**src/rtl/bank_xlate.sv**
```systemverilog
module bank_xlate #(
  parameter int OFF_W      = 10,
  parameter int SEL_W      = 2,
  parameter int BANK_W     = 5,
  parameter int FIRST_SW   = 3,
  parameter int LAST_BANK  = 24,
  parameter int RESET_BANK = 3
) (
  input  logic                    clk,
  input  logic                    rst_n,
  input  logic [OFF_W+SEL_W-1:0]  ins_addr,
  input  logic                    wr_req,
  input  logic                    bank_ld,
  input  logic [BANK_W-1:0]       bank_din,
  output logic [BANK_W-1:0]       phys_bank,
  output logic [OFF_W-1:0]        word_off,
  output logic [BANK_W+OFF_W-1:0] phys_addr,
  output logic                    is_erasable,
  output logic                    range_err,
  output logic                    wr_en,
  output logic                    wr_prot
);
  localparam int IN_W = OFF_W + SEL_W;
  localparam logic [BANK_W-1:0] LO_B  = BANK_W'(FIRST_SW);
  localparam logic [BANK_W-1:0] HI_B  = BANK_W'(LAST_BANK);
  localparam logic [BANK_W-1:0] RST_B = BANK_W'(RESET_BANK);

  logic [BANK_W-1:0] bank_q;
  logic [SEL_W-1:0]  sel;

  assign sel = ins_addr[IN_W-1:OFF_W];

  always_ff @(posedge clk) begin
    if (!rst_n)       bank_q <= RST_B;
    else if (bank_ld) bank_q <= bank_din;
  end

  always_comb begin
    case (sel)
      SEL_W'(0): phys_bank = '0;
      SEL_W'(1): phys_bank = BANK_W'(1);
      SEL_W'(2): phys_bank = BANK_W'(2);
      default:   phys_bank = bank_q;
    endcase
  end

  assign word_off    = ins_addr[OFF_W-1:0];
  assign phys_addr   = {phys_bank, word_off};
  assign is_erasable = (sel == '0);
  assign range_err   = (sel == '1) && ((bank_q < LO_B) || (bank_q > HI_B));
  assign wr_en       = wr_req && is_erasable;
  assign wr_prot     = wr_req && !is_erasable;

  assert_load_R6: assert property (@(posedge clk) disable iff (!rst_n)
    bank_ld |=> (bank_q == $past(bank_din)));

  assert_hold_R6: assert property (@(posedge clk) disable iff (!rst_n)
    !bank_ld |=> $stable(bank_q));

  assert_direct_fixed_R3: assert property (@(posedge clk) disable iff (!rst_n)
    (sel == SEL_W'(1)) |-> (phys_bank == BANK_W'(1) && !range_err));

  assert_erasable_bank_R2: assert property (@(posedge clk) disable iff (!rst_n)
    is_erasable |-> (phys_bank == '0 && !range_err && !wr_prot));

  assert_err_only_switched_R7: assert property (@(posedge clk) disable iff (!rst_n)
    range_err |-> (ins_addr[IN_W-1:OFF_W] == '1 && !is_erasable));

  assert_write_excl_R9: assert property (@(posedge clk) disable iff (!rst_n)
    !(wr_en && wr_prot));
endmodule

```
**config.mk**
```make
export PLATFORM = sky130hd
export DESIGN_NAME = bank_xlate
export DESIGN_NICKNAME = d
export VERILOG_FILES = /design/src/rtl/bank_xlate.sv
export SDC_FILE = /design/constraint.sdc
export NUM_CORES = 1
export LEC_CHECK = 0
export ABC_AREA = 1
export CORE_MARGIN = 2
export CORE_UTILIZATION = 23
export DETAILED_ROUTE_END_ITERATION = 6
export GPL_TIMING_DRIVEN = 0
export MAX_ROUTING_LAYER = met4
export PLACE_DENSITY = 0.78
export SYNTH_ARGS = -nofsm -noshare
export SYNTH_HDL_FRONTEND = slang
export SYNTH_SLANG_ARGS = --single-unit
```
**constraint.sdc**
```tcl
create_clock -name clk -period 0.8 [get_ports clk]
set_input_delay 0.16 -clock clk [delete_from_list [all_inputs] [get_ports clk]]
set_output_delay 0.16 -clock clk [all_outputs]
set_load 0.01 [all_outputs]
```
==> results.cfg, run 1 <==
[status]
status = finished with violations
violations = negative setup slack

[route]
vias = 586
post-route-drc-count = 0
drt-initial-drc-count = 1
drt-wirelength-per-cell_um = 9.195
wirelength_um = 1370
detailedRoute.firstPassIterationCount = 4
avgViaCountPerCell = 3.933
ant_nets = 0

[pwr]
switching_share_pct = 28.55
p_leak_nw = 0.5473
p_int_mw = 0.7392
sequentialPowerShare_pct = 27.8
p_per_area_mw_per_mm2 = 989.1
net_switching_power_mw = 0.2954
vdd_drop_max_v = 0.0007346
power.clock.fraction_pct = 27.4
pwr-share-comb_pct = 44.8

[global_route]
grt_util_all_layers_pct = 10.35
antenna_found_initial = 0
grt_pass1_wl_um = 1621
grt_start_max_net_pins = 8
grt_remaining_overflow = 0
via_count_of_the_first_global_routing_pass = 467

[timing]
tightestPinTransition_ps = 161.7
maxSlewViolCount = 0
max_slew_margin_pct = 89.20
setup_viol = 13
setup_total_negative_slack_ps = -3178
final_hold_violations = 0
period_minus_slack_ps = 1172
finalClockSkew_ps = 0
grt_setup_unrepaired = true
layout_worst_path_cycle_share_pct = 146.5
max_clock_freq_mhz = 853.0
layout_setup_ws_ps = -372.4

[floorplanning]
dieWidth_um = 48.26
initial_core_util_pct = 23.68
die-area_mm2 = 0.002329
count_of_standard_cell_rows = 16
die_h_um = 48.26
coreArea_mm2 = 0.001902
number_of_ports_placed_on_the_die_boundary = 55

[synth]
syn-instance-count = 66
post_synth.cell_area_avg_um2 = 6.825
netlist-cell-type-count = 14
post_synth_instance_area_um2 = 450.4
synth_seq_area_share_pct = 22.22
number_of_synthesis_warnings = 0
synth_fp_nets = 87
ys_seq_elements = 5

[clocking]
cts_h_tree_depth = 1
cts-buffers-inserted = 3
tritoncts = yes
ctsLongestPathBuffers = 2
cts_num_sinks = 5
holdBufCountCts = 0
clk_pin_slew_ps = 40
clock_latency_ps = 240
cts_root_buffer = clkbuf_4

[job]
timing.max_cap.violations = 0

[placed_design]
detailedPlace.worstSlack_ps = -1097
port-buffer-count = 44
dp_hpwl_um = 1089
gp_congestion = 0.6819

[worst_setup_path]
crit_chain = nor2_2, nand3_1, a21oi_2, buf_2
cp_max_fo = 3
worst_setup_path_start_kind = register
cp_data_required_time_ps = 640
criticalPathCategory = register to output port
worstPathArrival_ps = 1010
sort_of_element_at_the_end_of_the_critical_path = output port
worst_path_max_delay_cell = dfxtp_2
timing.critical_path.slowest_cell_delay_ps = 330

[finish]
max_ffs_per_register = 5
layout_commonest_cell = buf_4
max_flop_register = bank_q
antenna-diode-count = 0
post_route_cells_drive_above_1_share_pct = 61.48
finalNetCount = 144
most-common-layout-cells = buf_4, dlygate4sd2_1, buf_6
layout.core_utilization_pct = 55.00
largestRegisters = bank_q x5
area_growth_syn_to_layout_pct = 132.2

[worst_hold_path]
hold_path_class = input pin to register
logic make-up after synthesis:
kind of cell,share of synthesized area (%)
buffers and inverters,48.33
DFF,22.22
and+or+nand+nor,16.39
AOI/OAI and AO/OA,13.06
final timing paths:
| kind | start | slack, ps | cells past startpoint | endpoint |
|---|---|---|---|---|
| setup / recovery | bank_q[3] | -370 | 4 | range_err |
| hold reg to reg | bank_q[1] | 590 | 3 | bank_q[1] |
| setup reg to reg | bank_q[0] | -30 | 4 | bank_q[0] |
| hold / removal | rst_n | 210 | 2 | bank_q[1] |
stage by stage:
step / hold slack [ps] / power, mW / cells / instance area [um2]
3_3_place_gp: 467.7 / 0.7326 / 137 / 965.9
5_1_grt: 212.6 / 1.118 / 149 / 1046
6_report: 210.3 / 1.035 / 149 / 1046
3_5_place_dp: 489.3 / 0.7428 / 137 / 965.9
2_1_floorplan: 244.0 / 0.5044 / 66 / 491.7
4_1_cts: 334.6 / 1.009 / 144 / 980.9
synth_stat cells:
library cell,n,area [um2]
inv_2,2,7.510
buf_4,25,187.7
o211ai_1,1,7.510
a21oi_1,4,20.02
dfxtp_1,5,100.1
o21ai_1,3,15.01
nand2_1,7,26.28
nor3_1,1,5.000
o21a_1,1,7.510
a21oi_2,1,8.760
nand3_1,2,10.01
nor2_1,7,26.28
nand2_2,1,6.260
inv_1,6,22.52
repair_timing:
action | 4_1_cts | 5_1_grt
gates resized for setup | 109 | 8
pin swaps | 6 | 5
endpoints found under the setup margin | 37 | 14
buffers inserted | 3 | 5
area by class of cell:
type	instances	area, um2
Buffer	25	206.4
Clock buffer	4	26.28
Fill cell	188	855.8
Inverter	8	30.03
Multi-Input combinational cell	28	183.9
Sequential cell	5	106.4
Tap cell	27	33.78
Timing Repair Buffer	52	459.2
power by group through the flow:
| stage | logic [mW] | registers, mW | clock network, mW |
|---|---|---|---|
| final | 0.464 | 0.287 | 0.284 |
| after global routing | 0.501 | 0.288 | 0.328 |
| after CTS | 0.426 | 0.286 | 0.298 |
| after detailed placement | 0.455 | 0.288 | 0 |
| after global placement | 0.446 | 0.286 | 0 |
| after floorplan | 0.220 | 0.285 | 0 |
metal layers:
| metal | share of wire (%) | wire (um) | track usage (%) |
|---|---|---|---|
| met3 | 15 | 210 | 3.333 |
| met1 | 35 | 480 | 9.111 |
| met5 | 0 | 0 | - |
| met2 | 50 | 679 | 19.47 |
| met4 | 0 | 0 | 4.865 |
worst max-delay path: cells and delay by family (launching register included):
kind / cells / cell delay [ps]
AOI/OAI and AO/OA: 1 / 130
and+or+nand+nor: 2 / 180
DFF: 1 / 330
buffers and inverters: 1 / 140
Note: power is estimated with default switching activity, not from simulation.
==> run 2, diff against run 1 <==
Settings changed: PLACE_DENSITY 0.78 to 0.73.
==> results.cfg, run 2 (synthesis gave the netlist of run 1 again) <==
[status]
status = finished with violations
violations = negative setup slack

[timing]
final_hold_violations = 0
max_slew_margin_pct = 89.14
layout_worst_path_cycle_share_pct = 144.8
layout_setup_ws_ps = -358.3
setup_viol = 11
maxSlewViolCount = 0
tightestPinTransition_ps = 162.4
max_clock_freq_mhz = 863.4
period_minus_slack_ps = 1158
grt_setup_unrepaired = true
setup_total_negative_slack_ps = -3046
finalClockSkew_ps = 0

[finish]
layout_commonest_cell = buf_4
max_ffs_per_register = 5
num-fill-cells = 205
max_flop_register = bank_q
largestRegisters = bank_q x5
layout_cells_excl_fill = 146
post_route_cells_drive_above_1_share_pct = 61.34
antenna-diode-count = 0
area_growth_syn_to_layout_pct = 125.0
layout.cell_area.non_filler_mm2 = 0.001013
finalNetCount = 141
most-common-layout-cells = buf_4, dlygate4sd2_1, buf_6

[route]
met1Wirelength_um = 424
detailedRoute.firstPassIterationCount = 2
drt-wirelength-per-cell_um = 8.705
post-route-drc-count = 0
maxUsedRoutingLayer = met4
ant_nets = 0
detailroute.wirelength.met3_um = 182
met2WireLength_um = 652
wirelength_um = 1271
vias = 551
avgViaCountPerCell = 3.774
drt-initial-drc-count = 6

[global_route]
via_count_of_the_first_global_routing_pass = 433
grt_pass1_wl_um = 1607
grt_util_all_layers_pct = 10.34
grt_start_max_net_pins = 8
grt_remaining_overflow = 0
antenna_found_initial = 0

[pwr]
pwr-share-comb_pct = 43.5
power.clock.fraction_pct = 28.4
p_int_mw = 0.7249
sequentialPowerShare_pct = 28.2
p_total_mw = 1.017
p_per_area_mw_per_mm2 = 1003
vdd_drop_max_v = 0.0007305
switching_share_pct = 28.69
p_leak_nw = 0.5249
net_switching_power_mw = 0.2916

[clocking]
ctsLongestPathBuffers = 2
tritoncts = yes
cts_h_tree_depth = 1
holdBufCountCts = 0
cts_root_buffer = clkbuf_4
clk_pin_slew_ps = 40
cts_num_sinks = 5
clock_latency_ps = 240
cts-buffers-inserted = 3

[worst_setup_path]
cp_data_required_time_ps = 640
worstPathArrival_ps = 1000
r2r_start = bank_q[4]
cp-endpoint = range_err
crit_path_start = bank_q[4]
r2r_end = bank_q[4]
worst_setup_path_start_kind = register
worst-r2r-cell-count = 4
cp_max_fo = 3
criticalPathCategory = register to output port
sort_of_element_at_the_end_of_the_critical_path = output port
reg2reg_slack_ps = 20

[floorplanning]
die_h_um = 48.26
count_of_standard_cell_rows = 16
initial_core_util_pct = 23.68
number_of_ports_placed_on_the_die_boundary = 55
coreArea_mm2 = 0.001902
dieWidth_um = 48.26
die-area_mm2 = 0.002329

[worst_hold_path]
hold_path_class = input pin to register
min_delay_path_depth = 2

[placed_design]
placed_cell_area_um2 = 965.9
number_of_placed_instances_with_taps_included = 137
dp_hpwl_um = 1090
detailedPlace.worstSlack_ps = -1078
port-buffer-count = 44
gp_congestion = 0.6598

[job]
timing.max_cap.violations = 0
-- run 2: per-stage QoR --
step	hold slack, ps	util, %
floorplan	244.0	-
global placement	467.0	50.79
detailed placement	476.7	50.79
CTS	340.8	50.99
global route	373.9	53.29
finish	343.3	53.29
-- run 2: area by class of cell --
class / count / area [um2] / area share (%)
Timing Repair Buffer: 49 / 429.2 / 42.35
Buffer: 25 / 202.7 / 20.00
Sequential cell: 5 / 108.9 / 10.74
Tap cell: 27 / 33.78 / 3.333
Clock buffer: 4 / 26.28 / 2.593
Multi-Input combinational cell: 28 / 182.7 / 18.02
Inverter: 8 / 30.03 / 2.963
-- run 2: worst min path at each step --
| stage | startpoint | end | slack [ps] |
|---|---|---|---|
| after global routing | bank_ld | bank_q[0] | 370 |
| after global placement | bank_q[1] | bank_q[1] | 470 |
| after CTS | bank_ld | bank_q[0] | 340 |
| after floorplan | rst_n | bank_q[1] | 240 |
| final | bank_ld | bank_q[0] | 340 |
| after detailed placement | bank_q[1] | bank_q[1] | 480 |
-- run 2: per-layer routing --
layer	track usage [%]	up-vias
met5	-	-
met3	2.963	2
met2	18.95	41
met4	6.486	0
li1	-	285
met1	9.091	223
-- run 2: power by group through the flow --
stage                     sequential, mW  combinational (mW)  clock, mW
after CTS                          0.285               0.421      0.305
after global routing               0.289               0.480      0.327
after detailed placement           0.287               0.455          0
final                              0.286               0.442      0.288
after global placement             0.286               0.447          0
after floorplan                    0.285               0.220          0
-- run 2: worst max-delay path, cell delays in order (launching register included) --
cell,delay (ps)
dfxtp_2,330
nor2_2,110
nand3_2,70
a21oi_2,110
buf_2,140
-- run 2: repair_timing --
item | in CTS | in global routing
endpoints found under the hold margin | 0 | 0
setup endpoints to repair | 37 | 13
pin swaps | 4 | 5
setup buffers | 3 | 2
resized for setup | 107 | 10
